===== config.mk =====
export PLATFORM = sky130hd
export DESIGN_NAME = gpio_irq_agg
export DESIGN_NICKNAME = d
export VERILOG_FILES = /design/src/rtl/gia_pkg.sv /design/src/rtl/gia_sync.sv /design/src/rtl/gia_debounce.sv /design/src/rtl/gia_detect.sv /design/src/rtl/gia_regs.sv /design/src/rtl/gpio_irq_agg.sv
export SDC_FILE = /design/constraint.sdc
export NUM_CORES = 1
export LEC_CHECK = 0
export ABC_AREA = 0
export BUFFER_PORTS_ARGS = -buffer_cell sky130_fd_sc_hd__clkbuf_2
export CORE_ASPECT_RATIO = 0.6
export CORE_MARGIN = 5
export CORE_UTILIZATION = 55
export DETAILED_ROUTE_END_ITERATION = 8
export PLACE_DENSITY = 0.84
export SLEW_MARGIN = 20
export SYNTH_ARGS = -nofsm -noshare
export SYNTH_HDL_FRONTEND = slang
export SYNTH_SLANG_ARGS = --single-unit

===== constraint.sdc =====
create_clock -name clk -period 12.23 [get_ports clk]
set_clock_uncertainty 0.2 [all_clocks]
set_input_delay 1.223 -clock clk [delete_from_list [all_inputs] [get_ports clk]]
set_output_delay 1.223 -clock clk [all_outputs]
set_load 0.02 [all_outputs]

===== src/rtl/gia_pkg.sv =====
package gia_pkg;
    localparam logic [7:0] OFS_EN     = 8'h30;
    localparam logic [7:0] OFS_MASK   = 8'h34;
    localparam logic [7:0] OFS_TYPE   = 8'h38;
    localparam logic [7:0] OFS_POL    = 8'h3C;
    localparam logic [7:0] OFS_MSTAT  = 8'h40;
    localparam logic [7:0] OFS_RSTAT  = 8'h44;
    localparam logic [7:0] OFS_DBEN   = 8'h48;
    localparam logic [7:0] OFS_EOI    = 8'h4C;
    localparam logic [7:0] OFS_DIV    = 8'h50;
    localparam logic [7:0] OFS_LEN    = 8'h54;

    typedef enum logic [0:0] {
        DB_STABLE = 1'b0,
        DB_SETTLE = 1'b1
    } db_state_e;
endpackage


===== src/rtl/gia_sync.sv =====
module gia_sync #(
    parameter int W = 32
) (
    input  logic         clk,
    input  logic         rst_n,
    input  logic [W-1:0] d_i,
    output logic [W-1:0] q_o
);
    logic [W-1:0] meta_q;
    logic [W-1:0] sync_q;

    always_ff @(posedge clk or negedge rst_n) begin
        if (!rst_n) begin
            meta_q <= '0;
            sync_q <= '0;
        end else begin
            meta_q <= d_i;
            sync_q <= meta_q;
        end
    end

    assign q_o = sync_q;
endmodule


===== src/rtl/gia_debounce.sv =====
module gia_debounce
    import gia_pkg::*;
#(
    parameter int LEN_W = 8
) (
    input  logic             clk,
    input  logic             rst_n,
    input  logic             sync_i,
    input  logic             byp_i,
    input  logic             tick_i,
    input  logic [LEN_W-1:0] len_i,
    output logic             filt_o
);
    db_state_e        state_q, state_d;
    logic [LEN_W-1:0] cnt_q, cnt_d;
    logic             filt_q, filt_d;
    logic [LEN_W-1:0] limit;
    logic [LEN_W-1:0] cnt_inc;

    assign limit   = (len_i == '0) ? LEN_W'(1) : len_i;
    assign cnt_inc = cnt_q + 1'b1;

    // state register
    always_ff @(posedge clk or negedge rst_n) begin
        if (!rst_n) begin
            state_q <= DB_STABLE;
            cnt_q   <= '0;
            filt_q  <= 1'b0;
        end else begin
            state_q <= state_d;
            cnt_q   <= cnt_d;
            filt_q  <= filt_d;
        end
    end

    // transitions and outputs
    always_comb begin
        state_d = state_q;
        cnt_d   = cnt_q;
        filt_d  = filt_q;
        if (byp_i) begin
            state_d = DB_STABLE;            // bypass
            cnt_d   = '0;
            filt_d  = sync_i;
        end else begin
            unique case (state_q)
                DB_STABLE: begin
                    if (sync_i != filt_q) begin
                        state_d = DB_SETTLE;    // mismatch
                        cnt_d   = '0;
                    end
                end
                DB_SETTLE: begin
                    if (sync_i == filt_q) begin
                        state_d = DB_STABLE;    // glitch
                        cnt_d   = '0;
                    end else if (tick_i) begin
                        if (cnt_inc >= limit) begin
                            state_d = DB_STABLE; // accept
                            cnt_d   = '0;
                            filt_d  = sync_i;
                        end else begin
                            cnt_d = cnt_inc;
                        end
                    end
                end
                default: state_d = DB_STABLE;
            endcase
        end
    end

    assign filt_o = filt_q;
endmodule


===== src/rtl/gia_detect.sv =====
module gia_detect #(
    parameter int N = 32
) (
    input  logic         clk,
    input  logic         rst_n,
    input  logic [N-1:0] filt_i,
    input  logic [N-1:0] en_i,
    input  logic [N-1:0] type_i,
    input  logic [N-1:0] pol_i,
    input  logic [N-1:0] mask_i,
    input  logic [N-1:0] eoi_i,
    output logic [N-1:0] raw_o,
    output logic [N-1:0] masked_o
);
    logic [N-1:0] prev_q;
    logic [N-1:0] latch_q;
    logic [N-1:0] rise, fall, hit, armed, lvl_act;

    assign rise    = filt_i & ~prev_q;
    assign fall    = ~filt_i & prev_q;
    assign hit     = (pol_i & rise) | (~pol_i & fall);
    assign armed   = en_i & type_i;
    assign lvl_act = en_i & ~type_i & ~(filt_i ^ pol_i);

    always_ff @(posedge clk or negedge rst_n) begin
        if (!rst_n) begin
            prev_q  <= '0;
            latch_q <= '0;
        end else begin
            prev_q  <= filt_i;
            latch_q <= armed & ((latch_q & ~eoi_i) | hit);
        end
    end

    assign raw_o    = lvl_act | (armed & latch_q);
    assign masked_o = raw_o & ~mask_i;
endmodule


===== src/rtl/gia_regs.sv =====
module gia_regs
    import gia_pkg::*;
#(
    parameter int N      = 32,
    parameter int ADDR_W = 8,
    parameter int DATA_W = 32,
    parameter int DIV_W  = 16,
    parameter int LEN_W  = 8
) (
    input  logic              clk,
    input  logic              rst_n,
    input  logic              wr_i,
    input  logic [ADDR_W-1:0] addr_i,
    input  logic [DATA_W-1:0] wdata_i,
    output logic [DATA_W-1:0] rdata_o,
    input  logic [N-1:0]      raw_i,
    input  logic [N-1:0]      masked_i,
    output logic [N-1:0]      en_o,
    output logic [N-1:0]      mask_o,
    output logic [N-1:0]      type_o,
    output logic [N-1:0]      pol_o,
    output logic [N-1:0]      dben_o,
    output logic [DIV_W-1:0]  div_o,
    output logic [LEN_W-1:0]  len_o,
    output logic [N-1:0]      eoi_o
);
    logic [N-1:0]     en_q, mask_q, type_q, pol_q, dben_q;
    logic [DIV_W-1:0] div_q;
    logic [LEN_W-1:0] len_q;

    always_ff @(posedge clk or negedge rst_n) begin
        if (!rst_n) begin
            en_q   <= '0;
            mask_q <= '0;
            type_q <= '0;
            pol_q  <= '0;
            dben_q <= '0;
            div_q  <= '0;
            len_q  <= '0;
        end else if (wr_i) begin
            if (addr_i == ADDR_W'(OFS_EN))   en_q   <= wdata_i[N-1:0];
            if (addr_i == ADDR_W'(OFS_MASK)) mask_q <= wdata_i[N-1:0];
            if (addr_i == ADDR_W'(OFS_TYPE)) type_q <= wdata_i[N-1:0];
            if (addr_i == ADDR_W'(OFS_POL))  pol_q  <= wdata_i[N-1:0];
            if (addr_i == ADDR_W'(OFS_DBEN)) dben_q <= wdata_i[N-1:0];
            if (addr_i == ADDR_W'(OFS_DIV))  div_q  <= wdata_i[DIV_W-1:0];
            if (addr_i == ADDR_W'(OFS_LEN))  len_q  <= wdata_i[LEN_W-1:0];
        end
    end

    assign eoi_o = (wr_i && addr_i == ADDR_W'(OFS_EOI)) ? wdata_i[N-1:0] : '0;

    always_comb begin
        rdata_o = '0;
        if      (addr_i == ADDR_W'(OFS_EN))    rdata_o = DATA_W'(en_q);
        else if (addr_i == ADDR_W'(OFS_MASK))  rdata_o = DATA_W'(mask_q);
        else if (addr_i == ADDR_W'(OFS_TYPE))  rdata_o = DATA_W'(type_q);
        else if (addr_i == ADDR_W'(OFS_POL))   rdata_o = DATA_W'(pol_q);
        else if (addr_i == ADDR_W'(OFS_DBEN))  rdata_o = DATA_W'(dben_q);
        else if (addr_i == ADDR_W'(OFS_DIV))   rdata_o = DATA_W'(div_q);
        else if (addr_i == ADDR_W'(OFS_LEN))   rdata_o = DATA_W'(len_q);
        else if (addr_i == ADDR_W'(OFS_RSTAT)) rdata_o = DATA_W'(raw_i);
        else if (addr_i == ADDR_W'(OFS_MSTAT)) rdata_o = DATA_W'(masked_i);
    end

    assign en_o   = en_q;
    assign mask_o = mask_q;
    assign type_o = type_q;
    assign pol_o  = pol_q;
    assign dben_o = dben_q;
    assign div_o  = div_q;
    assign len_o  = len_q;
endmodule


===== src/rtl/gpio_irq_agg.sv =====
module gpio_irq_agg #(
    parameter int NUM_LINES = 32,
    parameter int ADDR_W    = 8,
    parameter int DIV_W     = 16,
    parameter int LEN_W     = 8
) (
    input  logic                 clk,
    input  logic                 rst_n,
    input  logic [NUM_LINES-1:0] gpio_in,
    input  logic                 reg_wr,
    input  logic [ADDR_W-1:0]    reg_addr,
    input  logic [31:0]          reg_wdata,
    output logic [31:0]          reg_rdata,
    output logic                 irq_o
);
    localparam int DATA_W = 32;

    logic [NUM_LINES-1:0] sync_v, filt_v;
    logic [NUM_LINES-1:0] en_q, mask_q, type_q, pol_q, dben_q, eoi_v;
    logic [NUM_LINES-1:0] raw_stat, masked_stat;
    logic [DIV_W-1:0]     div_q, div_cnt;
    logic [LEN_W-1:0]     len_q;
    logic                 tick;
    logic                 irq_q;

    gia_sync #(.W(NUM_LINES)) u_sync (
        .clk(clk), .rst_n(rst_n), .d_i(gpio_in), .q_o(sync_v)
    );

    // shared debounce tick prescaler
    assign tick = (div_cnt >= div_q);
    always_ff @(posedge clk or negedge rst_n) begin
        if (!rst_n) div_cnt <= '0;
        else        div_cnt <= tick ? '0 : div_cnt + 1'b1;
    end

    for (genvar i = 0; i < NUM_LINES; i++) begin : g_line
        gia_debounce #(.LEN_W(LEN_W)) u_db (
            .clk(clk), .rst_n(rst_n), .sync_i(sync_v[i]), .byp_i(!dben_q[i]),
            .tick_i(tick), .len_i(len_q), .filt_o(filt_v[i])
        );
    end

    gia_regs #(
        .N(NUM_LINES), .ADDR_W(ADDR_W), .DATA_W(DATA_W), .DIV_W(DIV_W), .LEN_W(LEN_W)
    ) u_regs (
        .clk(clk), .rst_n(rst_n), .wr_i(reg_wr), .addr_i(reg_addr),
        .wdata_i(reg_wdata), .rdata_o(reg_rdata), .raw_i(raw_stat),
        .masked_i(masked_stat), .en_o(en_q), .mask_o(mask_q), .type_o(type_q),
        .pol_o(pol_q), .dben_o(dben_q), .div_o(div_q), .len_o(len_q), .eoi_o(eoi_v)
    );

    gia_detect #(.N(NUM_LINES)) u_det (
        .clk(clk), .rst_n(rst_n), .filt_i(filt_v), .en_i(en_q), .type_i(type_q),
        .pol_i(pol_q), .mask_i(mask_q), .eoi_i(eoi_v), .raw_o(raw_stat),
        .masked_o(masked_stat)
    );

    always_ff @(posedge clk or negedge rst_n) begin
        if (!rst_n) irq_q <= 1'b0;
        else        irq_q <= |masked_stat;
    end

    assign irq_o = irq_q;
endmodule


==> results.ini <==
[sta]
timing.final.hold_violations = 0
tns_ns = 0
tightest_slew_ns = 1.25
finalCritPeriodShare = 0.496
fin_crit_ns = 6.07
setup_viol = 0
holdWs_ns = 0.146
drv_slew = 0
worst_slack_ns = 6.16
fmax_mhz = 165
rsz0062_at_grt = no
slew_headroom = 0.165

[drt]
vias = 30800
viasPerCell = 6.36
first_pass_iters = 8
drt-initial-drc-count = 3342
routed_wl_mm = 105
avgRoutedWirePerCell_um = 21.6
drc = 0
drtAntennaViolNets = 0

[final_layout]
ff_latch_area_um2 = 16200
stdcell_area_um2 = 41700
syn2layout_area_growth_pct = 9.28
multi_input_area_um2 = 21200
fillers = 5373
fin_cells = 4848
drive_gt1_frac = 0.149
utilization = 0.610
nets = 4226

[synth]
synth-edff-count = 0
post-synth-top-area-fraction = 0.425
syn_inst = 3774
yosysSeqAreaShare = 0.425
synth_area_per_cell_um2 = 10.1
yosysTopAreaCell = dfrtp_1
ys_ff_latch = 649
syn_nets = 4122
async_flop_share = 1.00
synth_area_leaders = dfrtp_1, ha_1, mux2_2, nand2_1, xor2_1
ys.flop_type = dfrtp_1
ys_warn_count = 0
ys_types = 83
synth_area_um2 = 38200

[power]
ir_drop_v = 0.000145
power.density_nw_per_um2 = 116
power_mw = 4.85
power_leakage_nw = 20.0

[place]
dp_hpwl_mm = 71.4
post-place-ws_ns = 6.45
place_area_um2 = 39700
place_congestion = 0.955
placed_cells = 4730
port_buffers = 107

[setup_path]
cp-start-kind = primary input
crit_path_end_kind = output port
crit_fanout = 18
cp.arrival_ns = 4.64
cp.required_ns = 10.81
crit_type = in2out

[cts]
clock_path_buffers = 3
cts_hold_buf = 0
cts_max_level = 2
ctsResizeCount = 0
cts-root-buf = clkbuf_16
cts.clk_slew.worst_paths_ns = 0.07
postCtsSetupRepairBufs = 0
clock-sinks = 649
cts_tree = built
clkLatencyLatePin_ns = 0.66
numCtsBuffers = 58

[global_routing]
grt_pass1_wl_mm = 167
antenna_found_initial = 12
grt_pass1_vias = 30000
gr-total-overflow = 0
grt_max_degree = 158
grt_util_all_layers = 0.274

[status]
outcome = completed

[floorplan]
ios = 108
die_w_um = 350
initial_core_util = 0.558
coreArea_um2 = 68400
rows = 74
die_h_um = 214
die_area_um2 = 75000

[min_path]
hold_class = reg2reg

[flow_run]
max-cap-violations = 0

==> state kept, by name (all words and copies together), names as in the netlist, 32 cells and up <==
signal               count
u_sync.meta_q           32
g_line.u_db.state_q     32
u_det.latch_q           32
u_regs.dben_o           32
u_regs.en_o             32
u_regs.pol_o            32
u_det.prev_q            32
u_sync.q_o              32
g_line.u_db.filt_o      32
u_regs.type_o           32
u_regs.mask_o           32
g_line.u_db.cnt_q      256
==> cells in the mapped netlist (38+ instances only) <==
cell / instances
dfrtp_1: 649
nand2_1: 355
ha_1: 273
nor2_1: 272
mux2_2: 263
nand3_1: 184
o21ai_0: 172
a21oi_1: 147
xor2_1: 139
xnor2_1: 124
and3_1: 114
nor2b_1: 91
a22o_1: 89
inv_1: 87
nand2b_1: 81
nor3_1: 63
buf_2: 46
a211oi_1: 44
a221oi_1: 43
clkbuf_1: 38
==> worst paths after layout <==
path | startpoint | endpoint | slack, ns | depth (start not counted)
setup / recovery | reg_addr[6] | reg_rdata[4] | 6.16 | 8
hold / removal | u_sync.meta_q[30] | u_sync.q_o[30] | 0.15 | 0
setup reg to reg | u_regs.len_o[5] | g_line[6].u_db.cnt_q[2] | 7.61 | 12
hold reg to reg | u_sync.meta_q[30] | u_sync.q_o[30] | 0.15 | 0
max in group asynchronous | rst_n | u_sync.meta_q[15] | 9.15 | 3
min in group asynchronous | rst_n | g_line[22].u_db.cnt_q[4] | 0.40 | 1
==> where the power goes <==
part           internal (mW)  leakage, nW  total (mW)  switching, mW
registers               2.21         8.70        2.29         0.0840
clock network           1.08        0.981        1.94          0.863
logic                  0.163         10.3       0.611          0.448
==> worst max-delay path, cell delays in order <==
cell and delay [ns]:
clkbuf_2 0.09, nor3b_1 0.99, and3_1 0.97, nand2_1 0.37, nor2_1 0.24, a21oi_1 0.06
a221o_1 0.47, clkbuf_2 0.21
==> layout make-up <==
cell class | instances | share of cell area
clock inverters | 32 | 0.00885
flip-flops and latches | 649 | 0.389
well taps | 912 | 0.0274
inverters | 89 | 0.00801
clock buffers | 76 | 0.0386
diodes | 10 | 0.000600
multi-input cells | 2939 | 0.508
repair buffers | 141 | 0.0195
==> per-layer routing <==
layer,vias to the layer above,track usage,wire length (µm)
met5,-,0,81
met4,12,0.0949,4000
met3,291,0.0728,11300
met2,1424,0.405,44900
met1,15100,0.393,44600
li1,14000,-,-
==> logic make-up (layout without fill, tap and decap cells) <==
group	after synthesis	count (layout)	share of synthesized area
buffers and inverters	186	338	0.0207
other	0	10	0
muxes	285	285	0.0836
DFF	649	649	0.425
and+or+nand+nor	1307	1307	0.168
AOI/OAI and AO/OA	799	799	0.149
xor gates and xnor gates	263	263	0.0603
adders and majority gates	285	285	0.0926
==> placed cells by master (no fill, tap or decap), types with 22 or more instances in the layout <==
master and instances:
nor2b_1 91, buf_4 33, nor3_1 63, a211oi_1 44, nand2_1 351, o211ai_1 24, a221oi_1 43, ha_1 273
nor2_1 270, mux2_2 263, nand3_1 184, a21oi_1 147, a221o_1 22, xor2_1 139, and3_1 114, inv_1 81
o21ai_0 172, xnor2_1 124, nand2b_1 81, nor3b_1 36, a22o_1 89, clkbuf_2 106, clkbuf_16 58, dfrtp_1 649
Power figures use the tool's default switching activity.
